File: src/rtl/enn_pkg.sv
package enn_pkg;

    localparam logic [7:0] SYNC_CHAR = 8'h7E;

    typedef enum logic [3:0] {
        ST_IDLE, ST_LISTEN, ST_WAKE, ST_GAP, ST_SYNC,
        ST_ID, ST_ANNOUNCE, ST_COUNT, ST_RELAY, ST_DONE
    } enn_state_e;

    typedef enum logic [1:0] {RX_IDLE, RX_START, RX_DATA, RX_STOP} rx_phase_e;

    typedef struct packed {
        logic       master;
        logic [7:0] id;
        logic [7:0] count;
    } enn_result_t;

    function automatic logic [7:0] sat_inc8(input logic [7:0] v);
        return (v == 8'hFF) ? v : v + 8'd1;
    endfunction

endpackage

File: src/rtl/enn_tick.sv
module enn_tick #(
    parameter int CYC_PER_MS = 8000
) (
    input  logic clk,
    input  logic rst,
    input  logic clr,
    output logic tick
);
    localparam int W = (CYC_PER_MS > 1) ? $clog2(CYC_PER_MS) : 1;
    logic [W-1:0] cnt;

    assign tick = (cnt == W'(CYC_PER_MS - 1));

    always_ff @(posedge clk) begin
        if (rst || clr || tick) cnt <= '0;
        else                    cnt <= cnt + 1'b1;
    end
endmodule

File: src/rtl/enn_uart_rx.sv
module enn_uart_rx
    import enn_pkg::*;
#(
    parameter int DIV = 833
) (
    input  logic       clk,
    input  logic       rst,
    input  logic       en,
    input  logic       rxd,
    output logic       valid,
    output logic [7:0] data
);
    localparam int CW = $clog2(DIV + 1);
    rx_phase_e   ph;
    logic        prev;
    logic [CW-1:0] cnt;
    logic [2:0]  bitn;
    logic [7:0]  sh;

    assign data = sh;

    always_ff @(posedge clk) begin
        valid <= 1'b0;
        if (rst) prev <= 1'b1;
        else     prev <= rxd;
        if (rst || !en) begin
            ph   <= RX_IDLE;
            cnt  <= '0;
            bitn <= '0;
            if (rst) sh <= '0;
        end else begin
            case (ph)
                RX_IDLE: if (prev && !rxd) begin
                    ph  <= RX_START;
                    cnt <= '0;
                end
                RX_START: if (cnt == CW'(DIV / 2 - 1)) begin
                    cnt  <= '0;
                    bitn <= '0;
                    ph   <= rxd ? RX_IDLE : RX_DATA;
                end else cnt <= cnt + 1'b1;
                RX_DATA: if (cnt == CW'(DIV - 1)) begin
                    cnt <= '0;
                    sh  <= {rxd, sh[7:1]};
                    if (bitn == 3'd7) ph <= RX_STOP;
                    else              bitn <= bitn + 1'b1;
                end else cnt <= cnt + 1'b1;
                default: if (cnt == CW'(DIV - 1)) begin
                    cnt   <= '0;
                    valid <= rxd;
                    ph    <= RX_IDLE;
                end else cnt <= cnt + 1'b1;
            endcase
        end
    end
endmodule

File: src/rtl/enn_uart_tx.sv
module enn_uart_tx #(
    parameter int DIV = 833
) (
    input  logic       clk,
    input  logic       rst,
    input  logic       start,
    input  logic [7:0] byte_in,
    output logic       txd,
    output logic       busy
);
    localparam int CW = $clog2(DIV + 1);
    logic [9:0]    fr;
    logic [CW-1:0] cnt;
    logic [3:0]    nb;

    assign txd = busy ? fr[0] : 1'b1;

    always_ff @(posedge clk) begin
        if (rst) begin
            busy <= 1'b0;
            fr   <= '1;
            cnt  <= '0;
            nb   <= '0;
        end else if (!busy) begin
            if (start) begin
                fr   <= {1'b1, byte_in, 1'b0};
                busy <= 1'b1;
                cnt  <= '0;
                nb   <= '0;
            end
        end else if (cnt == CW'(DIV - 1)) begin
            cnt <= '0;
            fr  <= {1'b1, fr[9:1]};
            if (nb == 4'd9) busy <= 1'b0;
            else            nb   <= nb + 1'b1;
        end else begin
            cnt <= cnt + 1'b1;
        end
    end
endmodule

File: src/rtl/enn_node.sv
module enn_node
    import enn_pkg::*;
#(
    parameter int         CYC_PER_MS    = 8000,
    parameter int         BAUD_DIV      = 833,
    parameter int         LISTEN_MS     = 600,
    parameter int         WAKE_MS       = 50,
    parameter int         GAP_MS        = 50,
    parameter int         COUNT_MS      = 4000,
    parameter int         RELAY_TICK_MS = 15,
    parameter int         RELAY_TICKS   = 255,
    parameter logic [7:0] FIRST_ID      = 8'h00
) (
    input  logic       clk,
    input  logic       rst,
    input  logic       up_in,
    input  logic       dn_in,
    output logic       up_oe,
    output logic       dn_oe,
    output logic       done,
    output logic       is_master,
    output logic [7:0] node_id,
    output logic [7:0] slave_cnt
);
    localparam int MAX_MS = (COUNT_MS > LISTEN_MS) ? COUNT_MS : LISTEN_MS;
    localparam int MW     = $clog2(MAX_MS + 1);

    enn_state_e  state_q, state_d;
    enn_result_t res;
    logic [1:0]  up_sync, dn_sync;
    logic        up_s, dn_s, dn_prev;
    logic        ent_q, chg, ms_tick, tmo, got_sync;
    logic [MW-1:0] ms_cnt, lim;
    logic [7:0]  idle_cnt;
    logic        rx_valid, txd, tx_busy, tx_start, frame_ok;
    logic [7:0]  rx_data, tx_byte;

    assign up_s = up_sync[1];
    assign dn_s = dn_sync[1];

    enn_tick #(.CYC_PER_MS(CYC_PER_MS)) u_tick (
        .clk(clk), .rst(rst), .clr(chg), .tick(ms_tick));

    enn_uart_rx #(.DIV(BAUD_DIV)) u_rx (
        .clk(clk), .rst(rst), .en(state_q == ST_LISTEN), .rxd(up_s),
        .valid(rx_valid), .data(rx_data));

    enn_uart_tx #(.DIV(BAUD_DIV)) u_tx (
        .clk(clk), .rst(rst), .start(tx_start), .byte_in(tx_byte),
        .txd(txd), .busy(tx_busy));

    always_comb begin
        case (state_q)
            ST_LISTEN:   lim = MW'(LISTEN_MS - 1);
            ST_WAKE:     lim = MW'(WAKE_MS - 1);
            ST_GAP:      lim = MW'(GAP_MS - 1);
            ST_ANNOUNCE: lim = MW'(WAKE_MS - 1);
            ST_COUNT:    lim = MW'(COUNT_MS - 1);
            ST_RELAY:    lim = MW'(RELAY_TICK_MS - 1);
            default:     lim = '0;
        endcase
    end

    assign tmo      = ms_tick && (ms_cnt == lim);
    assign frame_ok = (state_q == ST_LISTEN) && rx_valid && got_sync;
    assign tx_start = ent_q && (state_q == ST_SYNC || state_q == ST_ID);
    assign tx_byte  = (state_q == ST_SYNC) ? SYNC_CHAR : res.id + 8'd1;

    always_comb begin
        state_d = state_q;
        case (state_q)
            ST_IDLE:     if (!up_s) state_d = ST_LISTEN;
            ST_LISTEN:   if (frame_ok || tmo) state_d = ST_WAKE;
            ST_WAKE:     if (tmo) state_d = ST_GAP;
            ST_GAP:      if (tmo) state_d = ST_SYNC;
            ST_SYNC:     if (!ent_q && !tx_busy) state_d = ST_ID;
            ST_ID:       if (!ent_q && !tx_busy)
                             state_d = res.master ? ST_COUNT : ST_ANNOUNCE;
            ST_ANNOUNCE: if (tmo) state_d = ST_RELAY;
            ST_COUNT:    if (tmo) state_d = ST_DONE;
            ST_RELAY:    if (tmo && dn_s && idle_cnt == 8'(RELAY_TICKS - 1))
                             state_d = ST_DONE;
            default:     state_d = ST_DONE;
        endcase
    end

    assign chg = (state_d != state_q);

    always_ff @(posedge clk) begin
        if (rst) begin
            state_q  <= ST_IDLE;
            ent_q    <= 1'b0;
            up_sync  <= 2'b11;
            dn_sync  <= 2'b11;
            dn_prev  <= 1'b1;
            ms_cnt   <= '0;
            got_sync <= 1'b0;
            idle_cnt <= '0;
            res      <= '{master: 1'b0, id: FIRST_ID, count: 8'd0};
        end else begin
            state_q <= state_d;
            ent_q   <= chg;
            up_sync <= {up_sync[0], up_in};
            dn_sync <= {dn_sync[0], dn_in};
            dn_prev <= dn_s;
            if (chg || tmo)   ms_cnt <= '0;
            else if (ms_tick) ms_cnt <= ms_cnt + 1'b1;
            if (state_q == ST_LISTEN) begin
                if (rx_valid) begin
                    if (!got_sync) got_sync <= (rx_data == SYNC_CHAR);
                    else           res.id   <= rx_data;
                end else if (tmo) begin
                    res.master <= 1'b1;
                end
            end
            if (state_q == ST_COUNT && dn_prev && !dn_s)
                res.count <= sat_inc8(res.count);
            if (state_q == ST_RELAY && tmo && dn_s)
                idle_cnt <= idle_cnt + 8'd1;
        end
    end

    assign dn_oe = (state_q == ST_WAKE) ||
                   ((state_q == ST_SYNC || state_q == ST_ID) && !txd);
    assign up_oe = (state_q == ST_ANNOUNCE) || (state_q == ST_RELAY && !dn_s);

    assign done      = (state_q == ST_DONE);
    assign is_master = res.master;
    assign node_id   = res.id;
    assign slave_cnt = res.count;
endmodule

File: config.mk
export PLATFORM = sky130hd
export DESIGN_NAME = enn_node
export DESIGN_NICKNAME = d
export VERILOG_FILES = /design/src/rtl/enn_pkg.sv /design/src/rtl/enn_tick.sv /design/src/rtl/enn_uart_rx.sv /design/src/rtl/enn_uart_tx.sv /design/src/rtl/enn_node.sv
export SDC_FILE = /design/constraint.sdc
export NUM_CORES = 1
export LEC_CHECK = 0
export BUFFER_PORTS_ARGS = -buffer_cell sky130_fd_sc_hd__buf_4
export CAP_MARGIN = 20
export CORE_MARGIN = 1.5
export CORE_UTILIZATION = 58
export CTS_BUF_LIST = sky130_fd_sc_hd__clkbuf_8
export CTS_CLUSTER_DIAMETER = 60
export DETAILED_ROUTE_END_ITERATION = 12
export GPL_TIMING_DRIVEN = 0
export PLACE_DENSITY = 0.79
export RECOVER_POWER = 50
export SKIP_CTS_REPAIR_TIMING = 1
export SYNTH_ARGS = -nofsm -noshare
export SYNTH_HDL_FRONTEND = slang
export SYNTH_SLANG_ARGS = --single-unit
File: constraint.sdc
create_clock -name clk -period 2.8 [get_ports clk]
set_clock_uncertainty 0.1 [all_clocks]
set_input_delay 0.42 -clock clk [delete_from_list [all_inputs] [get_ports clk]]
set_output_delay 0.42 -clock clk [all_outputs]
set_load 0.005 [all_outputs]
# --- Word-level counts from Yosys, hierarchy flattened ---
# Cells that the tools add are included.
classes:
  magnitude_cmp: 0
  n_eq_ne: 30
  n_reduce_logical: 47
  mux: 48
  n_addsub: 9
  shift: 0
  bitwise: 3
  div: 0
  multipliers: 0
ops:
  columns: ["op", "n"]
  rows:
  - ["$mux 10", 9]
  - ["$mux 4", 13]
  - ["$pmux 12 s4", 1]
  - ["$mux 8", 5]
  - ["$pmux 4 s9", 1]
  - ["$add 8x1->8 const B", 3]
  - ["$add 10x1->10 const B", 2]
  - ["$eq 10x10->1 const B", 2]
  - ["$pmux 10 s2", 1]
  - ["$eq 4x3->1 const B", 4]
  - ["$eq 8x8->1 const B", 2]
  - ["$logic_and 1x1->1", 14]
  - ["$add 13x1->13 const B", 1]
  - ["$eq 13x13->1 const B", 1]
  - ["$add 12x1->12 const B", 1]
  - ["$eq 12x12->1", 1]
  - ["$eq 4x4->1 const B", 3]
  - ["$mux 2", 6]
  - ["$reduce_and 3->1", 4]
  - ["$eq 10x9->1 const B", 1]
  - ["$mux 3", 3]
  - ["$eq 4x2->1 const B", 2]
  - ["$eq 8x7->1 const B", 1]
  - ["$logic_or 1x1->1", 8]
  - ["24 further kinds", 48]
word_totals:
  ramBits: 0
  latch_bits: 0
  ff_bits: 111
  n_memories: 0
  rom_bits: 0

# --- Longest topological paths before layout ---
depth:
  depth_word: 12
  depth_mapped: 11
  depth_no_buf: 9

# --- By module ---
# From an unflattened synthesis, not the netlist that was laid out.
unflattened:
  hier_cells: 669
  area_unflattened_um2: 5754.3
by_module_without_submodules:
  columns: ["mod", "area_each_um2", "cells_each", "seq_area_each_um2", "instances"]
  rows:
  - ["enn_node", 2625.0, 330, 960.9, 1]
  - ["enn_uart_tx", 1286.2, 150, 480.5, 1]
  - ["enn_uart_rx", 1236.2, 122, 580.6, 1]
  - ["enn_tick", 606.8, 67, 260.2, 1]

# --- Worst setup path after synthesis ---
# No wires, ideal clock.
synth_timing:
  kind: "flip-flop to flip-flop"
  from: "register state_q[3]"
  to: "register idle_cnt[5]"
  arrival_ps: 2533
  stages_incl_launch_ff: 9
  path_slack_ps: 46
  n_path_buf: 1
  period_less_slack_ps: 2754
  setup_ps: 121
  path_cell_list: "dfxtp_1 clkbuf_1 nor3b_1 mux2_2 o21ai_2 nand2_1 or3_1 nor4_1 mux2_2"
synth_via:
  elab_chain_cells: 7
synth_lines:
  columns: ["element", "line", "rtl"]
  rows:
  - ["from (decl)", "enn_node.sv:28", "enn_state_e state_q, state_d;"]
  - ["from (signal assigned)", "enn_node.sv:101", "state_q <= state_d;"]
  - ["$eq 4x2->1 / $eq 4x3->1 (equally long branches)", "enn_node.sv:53", "case (state_q)"]
  - ["$reduce_or 3->1 (no line)", null, null]
  - ["$pmux 12 s4", "enn_node.sv:53", null]
  - ["$eq 12x12->1", "enn_node.sv:64", "assign tmo = ms_tick && (ms_cnt == lim);"]
  - ["$logic_and 1x1->1", "enn_node.sv:64", null]
  - ["$logic_and 1x1->1 * (2 in series)", "enn_node.sv:118", "if (state_q == ST_RELAY && tmo && dn_s)"]
  - ["to (signal assigned)", "enn_node.sv:119", "idle_cnt <= idle_cnt + 8'd1;"]
  - ["to (decl)", "enn_node.sv:34", "logic [7:0] idle_cnt;"]
# Every way passes the cells marked *; elsewhere a longest branch is shown, timed or not.
# A chain may end at the register's enable or synchronous reset.

# --- Worst setup path after layout ---
layout_timing:
  from: "register state_q[3]"
  to: "register idle_cnt[3]"
# The elaborated chain is that of the path after synthesis.

==> flow_summary.yaml <==
critical_path:
  crit_fanout: 10
  critPathMaxStageDelay_ns: 0.41
  crit_chain: "clkbuf_4 > nor3b_2 > mux2_2 > o21ai_4 > nand2_1 > or3_4 > nor3_1 > mux2_2"
  r2r_cells: 8
  worstSetupEndpointType: "flop"
  crit_start: "state_q[3]"
  critPathArrivalTime_ns: 2.85
  required_ns: 2.99
  startpoint_type: "flop"
  r2r-start: "state_q[3]"
  endpoint: "idle_cnt[3]"
  slowest_stage: "dfxtp_1"
  r2r_slack_ns: 0.13
  critical_path_class: "reg2reg"
  r2r_end: "idle_cnt[3]"
  critPathMostFrequentCell: "mux2_2"
die:
  die_w_um: 102
  die_area_um2: 10400
  core_um2: 9640
  rows: 36
  boundaryPins: 24
  initial_core_util: 0.592
  die_h_um: 102
clocking:
  cts.sinks: 110
  clockBufferDepth: 2
  h-tree-depth: 3
  clk_latency_ns: 0.40
  cts_tree: "done"
  cts_made_buffers: 9
  cts-root-buf: "clkbuf_8"
  clkTransAtPathRegs_ns: 0.10
timing:
  worst_slew_pin_slew_ns: 0.807
  fmax_mhz: 375
  min_period_ns: 2.67
  setup_viol: 0
  fin_hold_ws_ns: 0.0976
  slew_violations: 0
  setup_ws_ns: 0.134
  tns_ns: 0
  hold_violations: 0
  maxSlewHeadroom: 0.455
  finalCritPeriodShare: 0.952
  rsz0062_at_grt: "no"
power_and_ir_drop:
  power_density_nw_per_um2: 431
  leakage_uw: 0.00231
  power_uw: 2770
  ir_drop_mv: 0.424
run_status:
  outcome: "complete, no violations"
grt:
  track_usage: 0.254
  grt_pass1_vias: 4477
  grt.overflow.total: 0
  grt_pass1_wl_mm: 20.8
  grt_max_degree: 18
  antenna_found_initial: 0
hold_path:
  hold_path.class: "in2reg"
routing:
  viasPerCell: 5.80
  drt-initial-drc-count: 231
  first_pass_iters: 4
  ant_nets: 0
  wire_per_inst_um: 15.1
  wl_mm: 12.7
  vias: 4851
  post-route-drc-count: 0
finish:
  antennaDiodeCount: 0
  fill_cells: 807
  drive_gt1_frac: 0.168
  fin_cells: 836
  area_delta_synth_final_pct: 12.7
  finish.net_count: 719
synth:
  yosysWarnings: 0
  synth_fp_nets: 675
  yosysUniqueCellTypes: 65
  synth-compound-area-share: 0.117
  synth.top_cells.by_count: "102 x dfxtp_1, 72 x nor2_1, 61 x nand2_1"
  synthMuxAreaShare: 0.0261
  async_flop_share: 0
  syn_avg_cell_area_um2: 8.72
  synthCells: 654
  synth_edf_count: 8
  synth_top_family_by_area: "simple AND/OR/NAND/NOR gates"
  yosys.area_share.simple: 0.308
  synth_xor_area_frac: 0.0707
  synth-seq-cells: 110
  yosys.area_share.adder: 0.0373
  synth_top_area_share: 0.358
  synthTopCellsByArea: "dfxtp_1 36%, nor2_1 4.7%, xor2_1 4.6%, edfxtp_1 4.2%, nand2_1 4.0%"
  syn_area_um2: 5700
  synth_top_area_cell: "dfxtp_1"
  synth_most_common_cell: "dfxtp_1"
  ys.flop_type: "dfxtp_1"
  ys_seq_area_frac: 0.400
place:
  gp_congestion: 0.941
  io_buffers: 23
  dpl.cell_count: 810
  dp_hpwl_mm: 9.09
  dp_slack_ns: -0.396
flow_run:
  maxCapViolCount: 0
[cell type report]
| type | count | area, um2 | area share |
|---|---|---|---|
| Buffer | 32 | 166 | 0.0259 |
| Inverter | 19 | 71.3 | 0.0111 |
| Sequential cell | 110 | 2290 | 0.356 |
| Clock buffer | 10 | 138 | 0.0214 |
| Tap cell | 133 | 166 | 0.0259 |
| Multi-Input combinational cell | 492 | 3290 | 0.511 |
| Clock inverter | 6 | 61.3 | 0.00954 |
| Timing Repair Buffer | 34 | 249 | 0.0387 |
[flip-flops by register name (all words and copies together), names as in the netlist, 2 cells and up]
name	count
node_id	8
dn_sync	2
u_rx.cnt	10
u_tx.nb	4
up_sync	2
u_rx.bitn	3
slave_cnt	8
u_rx.data	8
ms_cnt	12
state_q	4
u_rx.ph	2
idle_cnt	8
u_tx.fr	9
u_tx.cnt	10
u_tick.cnt	13
[kinds of logic (layout without fill, tap and decap cells)]
logic type / Yosys count / count (layout)
mux: 14 / 14
simple gates: 312 / 312
fa+ha+maj: 17 / 17
xor+xnor: 46 / 46
flops: 110 / 110
buf+inv: 52 / 101
compound gates: 103 / 103
[metrics by stage]
step,area (um2),utilization
after floorplan,5700,-
after global placement,6040,0.627
after detailed placement,6040,0.627
after CTS,6240,0.647
after global routing,6430,0.667
final,6430,0.667
[critical path, delay by kind of cell (launching register included)]
| family | cells | cell delay, ns |
|---|---|---|
| AND/OR/NAND/NOR | 4 | 0.94 |
| multiplexers | 2 | 0.74 |
| flip-flops | 1 | 0.41 |
| buffers and inverters | 1 | 0.23 |
| AO/OA/AOI/OAI | 1 | 0.14 |
[worst min path at each step]
stage                           from  slack (ns)  cells past startpoint          to
after floorplan           dn_sync[0]        0.29                      1  dn_sync[1]
after global placement    up_sync[0]        0.30                      1  up_sync[1]
after detailed placement  up_sync[0]        0.29                      1  up_sync[1]
after CTS                      up_in        0.09                      2  up_sync[0]
after global routing           up_in        0.09                      2  up_sync[0]
final                          up_in         0.1                      2  up_sync[0]
[layout by cell type (no fill, tap or decap), types with 3 or more instances in the layout]
cell and n:
nor4b_1 3, a31oi_1 3, a31oi_2 3, nand4b_1 4
a311oi_1 6, clkbuf_1 19, nand4_1 13, a211oi_1 3
clkbuf_8 10, nand2_1 61, ha_1 17, xnor2_1 16
nor2_1 71, nor4_1 8, o21ai_0 23, buf_2 6
nand3_1 34, or2_2 10, nand3b_1 3, and2_1 4
inv_1 20, clkbuf_4 21, nand2b_1 7, or3_1 8
mux2_2 7, nor4_2 17, a21oi_1 34, nor2b_1 11
dfxtp_1 99, and3_1 13, and4_1 4, nor3_1 16
buf_4 16, mux2i_1 7, xor2_1 30, and2_0 6
edfxtp_1 8, a211o_1 8
[power by group]
part / switching [uW] / internal (uW)
clock: 549 / 437
combinational: 108 / 64.6
sequential: 16.0 / 1600
total: 673 / 2100
[metal layers]
| metal | GRT usage | share of wire | up-vias |
|---|---|---|---|
| met5 | 0 | 0 | - |
| li1 | - | - | 2415 |
| met1 | 0.319 | 0.45 | 2330 |
| met3 | 0.0575 | 0.037 | 20 |
| met2 | 0.429 | 0.49 | 86 |
| met4 | 0.0906 | 0.016 | 0 |
No activity file was read; power rests on OpenSTA's default activity.
